===== config.mk =====
export PLATFORM = sky130hd
export DESIGN_NAME = dram_ctrl
export DESIGN_NICKNAME = d
export VERILOG_FILES = /design/src/rtl/dram_ctrl_pkg.sv /design/src/rtl/dram_refresh_timer.sv /design/src/rtl/dram_addr_mux.sv /design/src/rtl/dram_ctrl.sv
export SDC_FILE = /design/constraint.sdc
export NUM_CORES = 1
export LEC_CHECK = 0
export BUFFER_PORTS_ARGS = -buffer_cell sky130_fd_sc_hd__clkbuf_2
export CAP_MARGIN = 10
export CORE_MARGIN = 4
export CORE_UTILIZATION = 45
export CTS_CLUSTER_DIAMETER = 200
export DETAILED_ROUTE_END_ITERATION = 12
export GPL_TIMING_DRIVEN = 0
export PLACE_DENSITY_LB_ADDON = 0.15
export SYNTH_ARGS = -nofsm -noshare
export SYNTH_HDL_FRONTEND = slang
export SYNTH_SLANG_ARGS = --single-unit

===== constraint.sdc =====
create_clock -name clk_i -period 3.4 [get_ports clk_i]
set_input_delay 0.34 -clock clk_i [delete_from_list [all_inputs] [get_ports clk_i]]
set_output_delay 0.34 -clock clk_i [all_outputs]
set_load 0.1 [all_outputs]

===== src/rtl/dram_ctrl_pkg.sv =====
package dram_ctrl_pkg;

  typedef enum logic [2:0] {
    ST_PAUSE, ST_IDLE, ST_CSR, ST_RAS, ST_RAH, ST_ASC, ST_CAS, ST_PRE
  } state_e;

  typedef enum logic [1:0] {OP_ROR, OP_CBR, OP_RD, OP_WR} op_e;

  typedef struct packed {
    logic ras_n;
    logic cas_n;
    logic we_n;
    logic oe_n;
    logic dq_oe;
  } strobe_t;

  localparam strobe_t STRB_IDLE = '{ras_n: 1'b1, cas_n: 1'b1, we_n: 1'b1, oe_n: 1'b1, dq_oe: 1'b0};

  function automatic strobe_t strobe_decode(state_e st, op_e op);
    strobe_t s;
    s.ras_n = !(st inside {ST_RAS, ST_RAH, ST_ASC, ST_CAS});
    s.cas_n = !(st == ST_CSR || (st == ST_RAS && op == OP_CBR) || st == ST_CAS);
    s.we_n  = !(op == OP_WR && st inside {ST_ASC, ST_CAS});
    s.oe_n  = !(op == OP_RD && st == ST_CAS);
    s.dq_oe = !s.we_n;
    return s;
  endfunction

endpackage


===== src/rtl/dram_refresh_timer.sv =====
module dram_refresh_timer #(
  parameter int INTERVAL = 780
) (
  input  logic clk_i,
  input  logic rst_ni,
  input  logic ack_i,
  output logic pend_o
);
  localparam int CW = $clog2(INTERVAL);

  logic [CW-1:0] cnt_q;
  logic          wrap;

  assign wrap = (cnt_q == CW'(INTERVAL - 1));

  always_ff @(posedge clk_i or negedge rst_ni) begin
    if (!rst_ni) begin
      cnt_q  <= '0;
      pend_o <= 1'b0;
    end else begin
      cnt_q  <= wrap ? '0 : cnt_q + 1'b1;
      pend_o <= (pend_o & ~ack_i) | wrap;
    end
  end

  // a pending refresh is only dropped when served
  assert_pend_held_R10: assert property (@(posedge clk_i) disable iff (!rst_ni)
    pend_o && !ack_i |=> pend_o);
endmodule


===== src/rtl/dram_addr_mux.sv =====
module dram_addr_mux #(
  parameter int MA_W = 10
) (
  input  logic [MA_W-1:0] row_i,
  input  logic [MA_W-1:0] col_i,
  input  logic            col_sel_i,
  output logic [MA_W-1:0] ma_o
);
  assign ma_o = col_sel_i ? col_i : row_i;
endmodule


===== src/rtl/dram_ctrl.sv =====
module dram_ctrl
  import dram_ctrl_pkg::*;
#(
  parameter int MA_W             = 10,
  parameter int DW               = 16,
  parameter int PAUSE_CYCLES     = 20000,
  parameter int WAKE_CYCLES      = 8,
  parameter bit WAKE_CBR         = 1'b0,
  parameter int REFRESH_INTERVAL = 780,
  parameter int T_RP             = 6,
  parameter int T_RAS            = 5,
  parameter int T_CSR            = 1,
  parameter int T_RAH            = 1,
  parameter int T_ASC            = 1,
  parameter int T_WCS            = 1,
  parameter int T_CAS            = 2,
  parameter int T_CAC            = 2,
  parameter int T_AA             = 3
) (
  input  logic              clk_i,
  input  logic              rst_ni,
  input  logic              req_i,
  input  logic              we_i,
  input  logic [2*MA_W-1:0] addr_i,
  input  logic [DW-1:0]     wdata_i,
  output logic [DW-1:0]     rdata_o,
  output logic              ready_o,
  output logic              ras_n_o,
  output logic              cas_n_o,
  output logic              we_n_o,
  output logic              oe_n_o,
  output logic [MA_W-1:0]   ma_o,
  output logic [DW-1:0]     dq_o,
  output logic              dq_oe_o,
  input  logic [DW-1:0]     dq_i
);
  localparam int ASC_LEN = (T_ASC + 1 > T_WCS) ? T_ASC + 1 : T_WCS;
  localparam int AA_LEFT = (T_AA > ASC_LEN) ? T_AA - ASC_LEN : 1;
  localparam int CAP_LEN = (T_CAC > AA_LEFT) ? T_CAC : AA_LEFT;
  localparam int CNT_W   = $clog2(PAUSE_CYCLES + T_RP + T_RAS + T_CSR + T_RAH
                                  + ASC_LEN + T_CAS + CAP_LEN + 1);
  localparam int WK_W    = $clog2(WAKE_CYCLES + 1);

  state_e              state_q, state_d;
  op_e                 op_q, op_d;
  logic [CNT_W-1:0]    cnt_q, cnt_d;
  logic [WK_W-1:0]     wake_q, wake_d;
  logic [MA_W-1:0]     row_q, row_d, col_q, col_d, ma_d;
  logic [DW-1:0]       wdata_q, rdata_q;
  logic                ready_q, done, ref_pend, ref_ack;
  strobe_t             strb_q, strb_d;
  logic                col_sel_d;

  dram_refresh_timer #(.INTERVAL(REFRESH_INTERVAL)) u_ref (
    .clk_i, .rst_ni, .ack_i(ref_ack), .pend_o(ref_pend)
  );

  always_comb begin
    state_d = state_q;
    op_d    = op_q;
    cnt_d   = (cnt_q != '0) ? cnt_q - 1'b1 : '0;
    wake_d  = wake_q;
    row_d   = row_q;
    col_d   = col_q;
    ref_ack = 1'b0;
    done    = 1'b0;
    unique case (state_q)
      ST_PAUSE: if (cnt_q == '0) state_d = ST_IDLE;
      ST_IDLE: begin
        if (wake_q != '0) begin
          wake_d = wake_q - 1'b1;
          if (WAKE_CBR) begin
            op_d = OP_CBR; state_d = ST_CSR; cnt_d = CNT_W'(T_CSR - 1);
          end else begin
            op_d    = OP_ROR; state_d = ST_RAS; cnt_d = CNT_W'(T_RAS - 1);
            row_d   = MA_W'(WAKE_CYCLES) - MA_W'(wake_q);
          end
        end else if (ref_pend) begin
          ref_ack = 1'b1;
          op_d = OP_CBR; state_d = ST_CSR; cnt_d = CNT_W'(T_CSR - 1);
        end else if (req_i) begin
          op_d    = we_i ? OP_WR : OP_RD;
          row_d   = addr_i[2*MA_W-1:MA_W];
          col_d   = addr_i[MA_W-1:0];
          state_d = ST_RAH; cnt_d = CNT_W'(T_RAH - 1);
        end
      end
      ST_CSR: if (cnt_q == '0) begin state_d = ST_RAS; cnt_d = CNT_W'(T_RAS - 1); end
      ST_RAS: if (cnt_q == '0) begin state_d = ST_PRE; cnt_d = CNT_W'(T_RP - 1); end
      ST_RAH: if (cnt_q == '0) begin state_d = ST_ASC; cnt_d = CNT_W'(ASC_LEN - 1); end
      ST_ASC: if (cnt_q == '0) begin
        state_d = ST_CAS;
        cnt_d   = (op_q == OP_WR) ? CNT_W'(T_CAS - 1) : CNT_W'(CAP_LEN - 1);
      end
      ST_CAS: if (cnt_q == '0) begin
        done = 1'b1; state_d = ST_PRE; cnt_d = CNT_W'(T_RP - 1);
      end
      ST_PRE: if (cnt_q == '0) state_d = ST_IDLE;
      default: state_d = ST_IDLE;
    endcase
  end

  assign strb_d    = strobe_decode(state_d, op_d);
  assign col_sel_d = state_d inside {ST_ASC, ST_CAS};

  dram_addr_mux #(.MA_W(MA_W)) u_mux (
    .row_i(row_d), .col_i(col_d), .col_sel_i(col_sel_d), .ma_o(ma_d)
  );

  always_ff @(posedge clk_i or negedge rst_ni) begin
    if (!rst_ni) begin
      state_q <= ST_PAUSE;
      op_q    <= OP_ROR;
      cnt_q   <= CNT_W'(PAUSE_CYCLES - 1);
      wake_q  <= WK_W'(WAKE_CYCLES);
      row_q   <= '0;
      col_q   <= '0;
      wdata_q <= '0;
      rdata_q <= '0;
      ready_q <= 1'b0;
      strb_q  <= STRB_IDLE;
      ma_o    <= '0;
    end else begin
      state_q <= state_d;
      op_q    <= op_d;
      cnt_q   <= cnt_d;
      wake_q  <= wake_d;
      row_q   <= row_d;
      col_q   <= col_d;
      strb_q  <= strb_d;
      ma_o    <= ma_d;
      ready_q <= done;
      if (state_q == ST_IDLE && state_d == ST_RAH) wdata_q <= wdata_i;
      if (done && op_q == OP_RD) rdata_q <= dq_i;
    end
  end

  assign ras_n_o = strb_q.ras_n;
  assign cas_n_o = strb_q.cas_n;
  assign we_n_o  = strb_q.we_n;
  assign oe_n_o  = strb_q.oe_n;
  assign dq_oe_o = strb_q.dq_oe;
  assign dq_o    = wdata_q;
  assign rdata_o = rdata_q;
  assign ready_o = ready_q;

  // precharge watch: ras high run length
  logic [7:0] hi_cnt;
  always_ff @(posedge clk_i or negedge rst_ni) begin
    if (!rst_ni) hi_cnt <= '0;
    else if (!ras_n_o) hi_cnt <= '0;
    else if (hi_cnt != 8'hff) hi_cnt <= hi_cnt + 1'b1;
  end

  assert_strobes_high_pause_R1: assert property (@(posedge clk_i) disable iff (!rst_ni)
    state_q == ST_PAUSE |-> ras_n_o && cas_n_o);
  assert_cas_before_ras_R4: assert property (@(posedge clk_i) disable iff (!rst_ni)
    $fell(ras_n_o) && !cas_n_o |-> $past(!cas_n_o));
  assert_early_write_R5: assert property (@(posedge clk_i) disable iff (!rst_ni)
    $fell(cas_n_o) && !we_n_o |-> $past(!we_n_o) && oe_n_o);
  assert_no_oe_in_write_R5: assert property (@(posedge clk_i) disable iff (!rst_ni)
    !we_n_o |-> oe_n_o && dq_oe_o);
  assert_ready_pulse_R8: assert property (@(posedge clk_i) disable iff (!rst_ni)
    ready_o |=> !ready_o);
  assert_ready_after_wake_R8: assert property (@(posedge clk_i) disable iff (!rst_ni)
    ready_o |-> wake_q == '0);
  assert_precharge_R9: assert property (@(posedge clk_i) disable iff (!rst_ni)
    $fell(ras_n_o) |-> hi_cnt >= 8'(T_RP));
endmodule


==> flow_summary.json, run 1 <==
{
  "layout.cells.non_filler": 633,
  "r2r_end": "ma_o[3]$_DFF_PN0_",
  "cts_tree": "yes",
  "timing.rr.start": "cnt_q[8]$_DFF_PN0_",
  "clockRootBuffer": "clkbuf_8",
  "setup_ws_ns": 0.5933,
  "place.gp.congestion": 0.8471,
  "fmax_mhz": 356.3,
  "final_core_util_pct": 55.44,
  "finalCritPeriodShare_pct": 82.55,
  "dieArea_sq_um": 11670,
  "syn-cell-area_sq_um": 4504,
  "cts.sinks": 103,
  "timing.hold.worst_path_depth": 3,
  "maxSlewHeadroom_pct": 38.84,
  "required_ns": 3.67,
  "post-cts-setup-buffers": 0,
  "critPathCaptureType": "flip-flop",
  "slew_violations": 0,
  "clk_pin_slew_worst_paths_ns": 0.10,
  "diodes": 0,
  "skew_ns": 0.01236,
  "die_w_um": 108.0,
  "worstSetupStartpoint": "cnt_q[8]$_DFF_PN0_",
  "yosys_register_bits": 103,
  "dpl_cell_area_sq_um": 5216,
  "antenna_found_initial": 0,
  "die_y_um": 108.0,
  "routedWlPerCell_um": 14.47,
  "drcViolationCount": 0,
  "finalHoldViolations": 0,
  "async_flop_share_pct": 100.0,
  "ios": 104,
  "drt_wl_total_um": 9162,
  "overflow": 0,
  "layout_commonest_cell": "clkbuf_2",
  "grt_setup_unrepaired": "false",
  "yosysWarnings": 0,
  "dp_cells": 615,
  "h-tree-depth": 3,
  "drive_gt1_share_pct": 37.80,
  "setup_viol": 0,
  "start_util_pct": 46.08,
  "worstMarginPinSlew_ns": 0.9154,
  "synth_edf_count": 0,
  "cts_buffer_depth": 2,
  "power_density_nw_per_um2": 937.9,
  "final_cell_area_sq_um": 5419,
  "dp_slack_ns": 0.2738,
  "drt_first_pass_iters": 4,
  "mostFrequentLayoutCells": "clkbuf_2 (102), dfrtp_1 (89), mux2_2 (40), nor2_1 (33), inv_1 (25)",
  "hpwl_um": 6793,
  "drv_cap": 0,
  "grt_start_max_net_pins": 69,
  "ys_types": 47,
  "r2r_slack_ns": 0.59,
  "synth_ff_type": "dfrtp_1",
  "reg2reg_depth": 6,
  "postSynthCellCount": 378,
  "critical_path.endpoint": "ma_o[3]$_DFF_PN0_",
  "drtIter0Drc": 178,
  "port_buffers": 103,
  "syn_nets": 438,
  "area_growth_pct": 20.31,
  "critPathKind": "flip-flop to flip-flop",
  "vias": 3176,
  "grt_usage_pct": 16.38,
  "ir_drop_mv": 0.5555,
  "status": "completed",
  "min_period_ns": 2.807,
  "crit_fanout": 10,
  "startpoint_type": "flip-flop",
  "cellLeakagePower_uw": 0.002666,
  "coreArea_sq_um": 9774,
  "layout.nets": 555,
  "grt_pass1_vias": 3120,
  "ys_seq_area_share_pct": 57.61,
  "grt_pass1_wl_um": 15050,
  "numCtsBuffers": 9,
  "hold_class": "input pin to flip-flop",
  "totalNegativeSetupSlack_ns": 0,
  "insertion_delay_ns": 0.37,
  "num_rows": 36,
  "postRouteAntennaNets": 0,
  "arrival_ns": 3.07,
  "syn_avg_cell_area_sq_um": 11.92,
  "vias_per_cell": 5.017
}
[synth_stat cells (all sizes together) (9+ instances only)]
cell    number  area, sq um
dfrtp       89         2227
mux2        40        450.4
nor2        33        123.9
inv         25        93.84
a21oi       19        95.09
nand2       18        67.56
mux2i       15        150.1
dfstp       14        367.9
clkbuf      12        45.04
xnor2       12        105.1
nor3        10        50.05
o21ai        9        45.04
xor2         9        78.83
[cell type report]
class	count	area (sq um)
buffer	15	71.32
clock buffer	10	137.6
clock inverter	6	43.79
fill	871	4355
inverter	25	93.84
multi-input combinational	235	1750
sequential	103	2595
tap	133	166.4
timing repair buffer	106	560.5
[routing by layer]
| metal | global-route usage, % | up-vias | share of wire, % |
|---|---|---|---|
| li1 | - | 1542 | - |
| met1 | 22.08 | 1547 | 46 |
| met2 | 25.22 | 77 | 46 |
| met3 | 4.299 | 10 | 6.1 |
| met4 | 6.763 | 0 | 1.6 |
| met5 | 0 | - | 0 |
[registers in the layout (all words and copies together), names as in the netlist, 2 cells and up]
name	flops
op_q	2
u_ref.cnt_q	10
wake_q	4
col_q	10
cnt_q	15
state_q	3
row_q	10
dq_o	16
rdata_o	16
ma_o	10
[kinds of logic (layout without fill, tap and decap cells)]
group	Yosys count	count (layout)	share of synthesized area (%)
AOI/OAI and AO/OA	49	49	6.806
xor gates and xnor gates	21	21	4.083
adders and majority gates	5	5	1.333
buffers and inverters	40	162	3.666
DFF	103	103	57.61
muxes	55	55	13.33
and+or+nand+nor	105	105	13.17
[report_power, final]
group          total (uW)  switching [uW]  internal (uW)
clock network         701             413            289
registers            1850             194           1660
logic                2530            1930            600
[worst min path at each step]
| stage | startpoint | to | slack, ns |
|---|---|---|---|
| after floorplan | rst_ni | cnt_q[12]$_DFF_PN0_ | 0.04 |
| after global placement | row_q[7]$_DFF_PN0_ | row_q[7]$_DFF_PN0_ | 0.46 |
| after detailed placement | rst_ni | u_ref.cnt_q[8]$_DFF_PN0_ | 0.38 |
| after CTS | wdata_i[0] | dq_o[0]$_DFFE_PN0P_ | 0.17 |
| after global routing | wdata_i[13] | dq_o[13]$_DFFE_PN0P_ | 0.18 |
| final | addr_i[5] | col_q[5]$_DFF_PN0_ | 0.19 |
[per-stage QoR]
stage | power (uW) | hold slack, ns
after detailed placement | 4420 | 0.3779
after global placement | 4370 | 0.4582
final | 5082 | 0.1932
after global routing | 5360 | 0.1784
after floorplan | 3946 | 0.04441
after CTS | 5140 | 0.1744
[critical path, cell delays in order (launching register included)]
cell and delay (ns):
dfrtp_1 0.43, or4_4 0.59, nor4_4 0.44, a21oi_1 0.25, mux2i_1 0.36, buf_4 0.29
mux2_2 0.35
[what timing repair did]
item                                    CTS  global route
hold buffers                              1             0
endpoints found under the hold margin    24             0
resized for setup                         0             1
endpoints found under the setup margin    0            14
No activity file was read; power rests on OpenSTA's default activity.
==> run 2, diff against run 1 <==
ABC_AREA = 1   (was not set)
clock period = 2.36 ns   (was 3.4 ns; I/O delays follow)
==> run 2 against run 1 <==
- clock skew is 0.00087 ns lower
- cell area is 4.4% higher
- flip-flop and latch count stayed put
- cell count is 21% higher
- non-clock buffer count is 4 lower
- global-route usage is 0.90 points higher
- die area is 4.7% higher
- hold slack worse by 0.14 ns
- wire length is 9.6% higher
- sequential share of layout area is 2.0 points lower
- critical endpoint is now ma_o[1]$_DFF_PN0_
- highest routed layer unchanged
==> flow_summary.json, run 2 <==
{
  "status": "completed",
  "cts_tree": "yes",
  "dpl_cell_area_sq_um": 5446,
  "ios": 104,
  "grt_start_max_net_pins": 58,
  "seqPwrFrac_pct": 33.4,
  "place.gp.congestion": 0.8374,
  "skew_ns": 0.01149,
  "coreArea_sq_um": 10280,
  "vias_per_cell": 4.816,
  "startpoint_type": "flip-flop",
  "grt_pass1_vias": 3786,
  "final_cell_area_sq_um": 5658,
  "drive_gt1_share_pct": 29.09,
  "yosysWarnings": 0,
  "pwr-share-comb_pct": 52.8,
  "finalHoldViolations": 0,
  "diodes": 0,
  "die_y_um": 110.5,
  "grt_usage_pct": 17.28,
  "grt_setup_unrepaired": "false",
  "port_buffers": 103,
  "ir_drop_mv": 0.8925,
  "hold_class": "input pin to flip-flop",
  "cts.sinks": 103,
  "drv_cap": 0,
  "layout.cells.non_filler": 765,
  "yosys_register_bits": 103,
  "postRouteAntennaNets": 0,
  "layout.nets": 684,
  "finalCritPeriodShare_pct": 88.75,
  "area_growth_pct": 19.60,
  "dieArea_sq_um": 12220,
  "synth_area_leaders": "dfrtp_1 (47%), nand2_1 (12%), dfstp_2 (7.8%)",
  "ys_top_cells_by_count": "nand2_1 (146), dfrtp_1 (89), nor2_1 (48)",
  "slew_violations": 0,
  "clk_pin_slew_worst_paths_ns": 0.10,
  "hpwl_um": 7483,
  "critPathCaptureType": "flip-flop",
  "power_density_nw_per_um2": 1450,
  "cts_buffer_depth": 2,
  "fmax_mhz": 477.5,
  "yosysTopAreaCell": "dfrtp_1",
  "required_ns": 2.61,
  "postSynthCellCount": 508,
  "p_clk_share_pct": 13.8,
  "ys_types": 42,
  "cellLeakagePower_uw": 0.002975,
  "setup_viol": 0,
  "dp_cells": 748,
  "routedWlPerCell_um": 13.13,
  "worstMarginPinSlew_ns": 0.8087,
  "num_rows": 37,
  "critPathKind": "flip-flop to flip-flop",
  "switching_share_pct": 52.11,
  "antenna_found_initial": 0,
  "synth_edf_count": 0,
  "syn-cell-area_sq_um": 4731,
  "synth_top_area_share_pct": 47.08,
  "insertion_delay_ns": 0.37,
  "power_switching_uw": 4274,
  "min_period_ns": 2.094,
  "start_util_pct": 46.03,
  "async_flop_share_pct": 100.0,
  "drcViolationCount": 0,
  "totalNegativeSetupSlack_ns": 0,
  "arrival_ns": 2.35,
  "synth_most_common_cell": "nand2_1",
  "overflow": 0,
  "p_int_uw": 3928,
  "grt_pass1_wl_um": 17510,
  "h-tree-depth": 3,
  "ys_seq_area_share_pct": 54.85,
  "synth_ff_type": "dfrtp_1",
  "numCtsBuffers": 9,
  "final_core_util_pct": 55.05,
  "syn_nets": 568,
  "drt_wl_total_um": 10040,
  "crit_fanout": 10,
  "vias": 3684,
  "hold_slack_ns": 0.04940,
  "layout_commonest_cell": "nand2_1",
  "clockRootBuffer": "clkbuf_8",
  "drt_first_pass_iters": 4,
  "die_w_um": 110.5,
  "maxSlewHeadroom_pct": 46.08,
  "drtIter0Drc": 196,
  "mostFrequentLayoutCells": "nand2_1 (146), clkbuf_2 (103), dfrtp_1 (89), nor2_1 (48), inv_1 (46)",
  "syn_avg_cell_area_sq_um": 9.313
}
-- run 2: path summary, 6_finish.rpt --
| check | slack, ns | cells after the start | start | endpoint |
|---|---|---|---|---|
| min | 0.05 | 3 | wdata_i[1] | dq_o[1]$_DFFE_PN0P_ |
| min in group asynchronous | 0.51 | 2 | rst_ni | cnt_q[8]$_DFF_PN0_ |
| min reg2reg | 0.47 | 1 | u_ref.cnt_q[0]$_DFF_PN0_ | u_ref.cnt_q[0]$_DFF_PN0_ |
| max in group asynchronous | 1.10 | 3 | rst_ni | oe_n_o$_DFF_PN1_ |
| max reg2reg | 0.27 | 12 | wake_q[0]$_DFFE_PN0P_ | ma_o[1]$_DFF_PN0_ |
| max | 0.27 | 12 | wake_q[0]$_DFFE_PN0P_ | ma_o[1]$_DFF_PN0_ |
-- run 2: what timing repair did --
item	CTS	global route
hold buffers	1	0
hold endpoints to repair	7	0
gates resized for setup	0	2
endpoints found under the setup margin	0	4
buffers inserted	0	0
-- run 2: through the flow --
step / worst slack [ns] / power [uW]
2_1_floorplan: 0.5329 / 6329
3_3_place_gp: -0.3216 / 7045
3_5_place_dp: 0.2121 / 7114
4_1_cts: 0.1717 / 8271
5_1_grt: 0.06978 / 8755
6_report: 0.2656 / 8202
-- run 2: cell type report --
class | instances | area, sq um
plain buffers | 12 | 83.83
flip-flops and latches | 103 | 2595
clock inverters | 4 | 55.05
inverters | 51 | 193.9
multi-input cells | 342 | 1859
well taps | 136 | 170.2
fillers | 953 | 4619
clock buffers | 12 | 145.1
repair buffers | 105 | 555.5
-- run 2: routing by layer --
layer	GRT usage, %	vias up	part of all wire (%)
met5	0	-	0
met2	27.91	85	48
met3	4.164	10	5.5
met1	22.61	1728	46
li1	-	1861	-
met4	6.404	0	1.3
-- run 2: power by group through the flow --
| stage | combinational, uW | sequential, uW | clock [uW] |
|---|---|---|---|
| after floorplan | 1700 | 4630 | 0 |
| after global placement | 4290 | 2750 | 0 |
| after detailed placement | 4350 | 2770 | 0 |
| after CTS | 4360 | 2740 | 1170 |
| after global routing | 4670 | 2820 | 1260 |
| final | 4330 | 2740 | 1130 |
-- run 2: cell families (layout without fill, tap and decap cells) --
family,Yosys count,after routing,share of synthesized area (%)
DFF,103,103,54.85
buffers and inverters,63,184,5.845
and+or+nand+nor,255,255,24.52
muxes,16,16,4.602
AOI/OAI and AO/OA,52,52,6.347
xor gates and xnor gates,15,15,2.777
adders and majority gates,4,4,1.058
-- run 2: worst max-delay path, stage by stage, from the launching register on --
cell     delay, ns
dfrtp_1       0.41
inv_1         0.11
ha_1          0.19
nand2_1       0.11
nor2_4        0.18
inv_2         0.12
o21ai_1       0.24
nand3_2       0.17
nand3_4       0.11
nand2_2       0.07
buf_6         0.14
nand2_1       0.06
nand2_1       0.06
==> run 3, diff against run 2 <==
GPL_TIMING_DRIVEN = not set   (was 0)
==> run 3 against run 2 <==
- largest power group unchanged
- cell area is 1.1% lower
- die area stayed put
- non-clock buffer count down 7
- maximum frequency increased by 2.2%
- clock power shrank 6%
- critical endpoint is now ma_o[0]$_DFF_PN0_
- via count shrank 1.4%
- sequential power about the same
- wire length increased by 1.0%
- utilization down 0.61 points
- clock-buffer cell count decreased by 3
- critical path type unchanged
- critical path depth increased by 2
- setup slack better by 0.045 ns
==> flow_summary.json, run 3 (synthesized netlist as in run 2, its figures left out) <==
{
  "cts_buffer_depth": 2,
  "antenna_found_initial": 0,
  "coreArea_sq_um": 10280,
  "cpMostUsedCell": "nand2_1",
  "die_y_um": 110.5,
  "reg2reg_depth": 14,
  "grt_start_max_net_pins": 80,
  "r2r_slack_ns": 0.31,
  "cpPeakStageDelay_ns": 0.55,
  "fillers": 935,
  "layout_commonest_cell": "nand2_1",
  "numCtsBuffers": 9,
  "worstMarginPinSlew_ns": 0.5629,
  "drt_first_pass_iters": 4,
  "cellLeakagePower_uw": 0.002949,
  "place.gp.congestion": 0.7834,
  "ios": 104,
  "min_period_ns": 2.049,
  "clockRootBuffer": "clkbuf_8",
  "arrival_ns": 2.32,
  "totalNegativeSetupSlack_ns": 0,
  "drt_wl_total_um": 10150,
  "regArea_sq_um": 2595,
  "cts.sinks": 103,
  "dpl_cell_area_sq_um": 5394,
  "routedWlPerCell_um": 13.39,
  "fmax_mhz": 488.0,
  "drv_cap": 0,
  "critPathKind": "flip-flop to flip-flop",
  "r2r_end": "ma_o[0]$_DFF_PN0_",
  "dieArea_sq_um": 12220,
  "vias": 3633,
  "timing.rr.start": "cnt_q[0]$_DFF_PN1_",
  "hold_class": "input pin to flip-flop",
  "finalCritPeriodShare_pct": 86.83,
  "final_cell_area_sq_um": 5595,
  "multi_input_area_sq_um": 1864,
  "postRouteAntennaNets": 0,
  "vias_per_cell": 4.793,
  "crit_fanout": 12,
  "insertion_delay_ns": 0.38,
  "required_ns": 2.63,
  "grt_setup_unrepaired": "false",
  "p_total_uw": 8129,
  "h-tree-depth": 3,
  "start_util_pct": 46.03,
  "ir_drop_mv": 1.047,
  "power_density_nw_per_um2": 1453,
  "critPathCaptureType": "flip-flop",
  "port_buffers": 103,
  "hpwl_um": 7354,
  "status": "completed",
  "skew_ns": 0.01654,
  "drtIter0Drc": 184,
  "die_w_um": 110.5,
  "overflow": 0,
  "slew_violations": 0,
  "cts_tree": "yes",
  "startpoint_type": "flip-flop",
  "layout.nets": 677,
  "slowest_stage": "dfstp_2",
  "critical_path.endpoint": "ma_o[0]$_DFF_PN0_",
  "cp_cell_sequence": "inv_1, ha_1, inv_1, nor2_1, nand2_1, nor2_2, nand2_2, inv_2, nand3_1, nand3_2, nand3_4, nand2_4, nand2_1, nand2_1",
  "area_growth_pct": 18.28,
  "grt_pass1_vias": 3662,
  "num_rows": 37,
  "setup_viol": 0,
  "finalHoldViolations": 0,
  "grt_usage_pct": 17.38,
  "drcViolationCount": 0,
  "clk_pin_slew_worst_paths_ns": 0.11,
  "maxSlewHeadroom_pct": 62.63,
  "worstSetupStartpoint": "cnt_q[0]$_DFF_PN1_",
  "hold_slack_ns": 0.04400,
  "drive_gt1_share_pct": 29.10,
  "grt_pass1_wl_um": 17640,
  "mostFrequentLayoutCells": "nand2_1 (146), clkbuf_2 (102), dfrtp_1 (89), nor2_1 (48), inv_1 (46)",
  "diodes": 0
}
[run 3: timing repair]
| item | in CTS | in global routing |
|---|---|---|
| hold endpoints to repair | 24 | 0 |
| endpoints found under the setup margin | 0 | 11 |
| hold buffers | 1 | 0 |
| buffers inserted | 0 | 0 |
| resized for setup | 0 | 2 |
[run 3: stage by stage]
stage | setup slack, ns | util (%) | std cells
finish | 0.3108 | 54.44 | 758
global route | 0.05427 | 54.44 | 758
CTS | 0.1963 | 54.39 | 758
detailed placement | 0.2218 | 52.48 | 741
global placement | 0.3202 | 52.48 | 741
floorplan | 0.5329 | - | 508
[run 3: worst min path at each step]
stage	startpoint	endpoint	slack (ns)	depth (start not counted)
floorplan	rst_ni	cnt_q[12]$_DFF_PN0_	-0.06	0
global placement	rst_ni	rdata_o[3]$_DFFE_PN0P_	0.15	1
detailed placement	rst_ni	rdata_o[3]$_DFFE_PN0P_	0.16	1
CTS	wdata_i[0]	dq_o[0]$_DFFE_PN0P_	0.03	3
global route	wdata_i[6]	dq_o[6]$_DFFE_PN0P_	0.03	3
finish	wdata_i[0]	dq_o[0]$_DFFE_PN0P_	0.04	3
[run 3: cell type report]
cell class              instances  area share (%)
well taps                     136           3.041
inverters                      51           3.466
clock buffers                   9           2.214
clock inverters                 7           1.118
multi-input cells             342           33.32
repair buffers                110           10.47
flip-flops and latches        103           46.38
[run 3: worst max-delay path: cells and delay by family, from the launching register on]
family,cells,cell delay [ns]
adder cells (fa/ha/maj),1,0.22
AND/OR/NAND/NOR,10,0.98
buffers and inverters,3,0.20
flip-flops,1,0.55
[run 3: report_power, final]
part           total [uW]  internal (uW)  switching, uW
clock network        1060            408            655
registers            2750           2420            337
logic                4310            941           3370
total                8130           3760           4360
[run 3: layer usage]
| layer | share of wire (%) | vias up | wire length, um | GRT usage (%) |
|---|---|---|---|---|
| met5 | 0 | - | 0 | 0 |
| met4 | 1.4 | 0 | 144 | 5.665 |
| met3 | 4.7 | 13 | 472 | 4.164 |
| met2 | 46 | 79 | 4663 | 27.35 |
| met1 | 48 | 1703 | 4865 | 23.76 |
| li1 | - | 1838 | - | - |
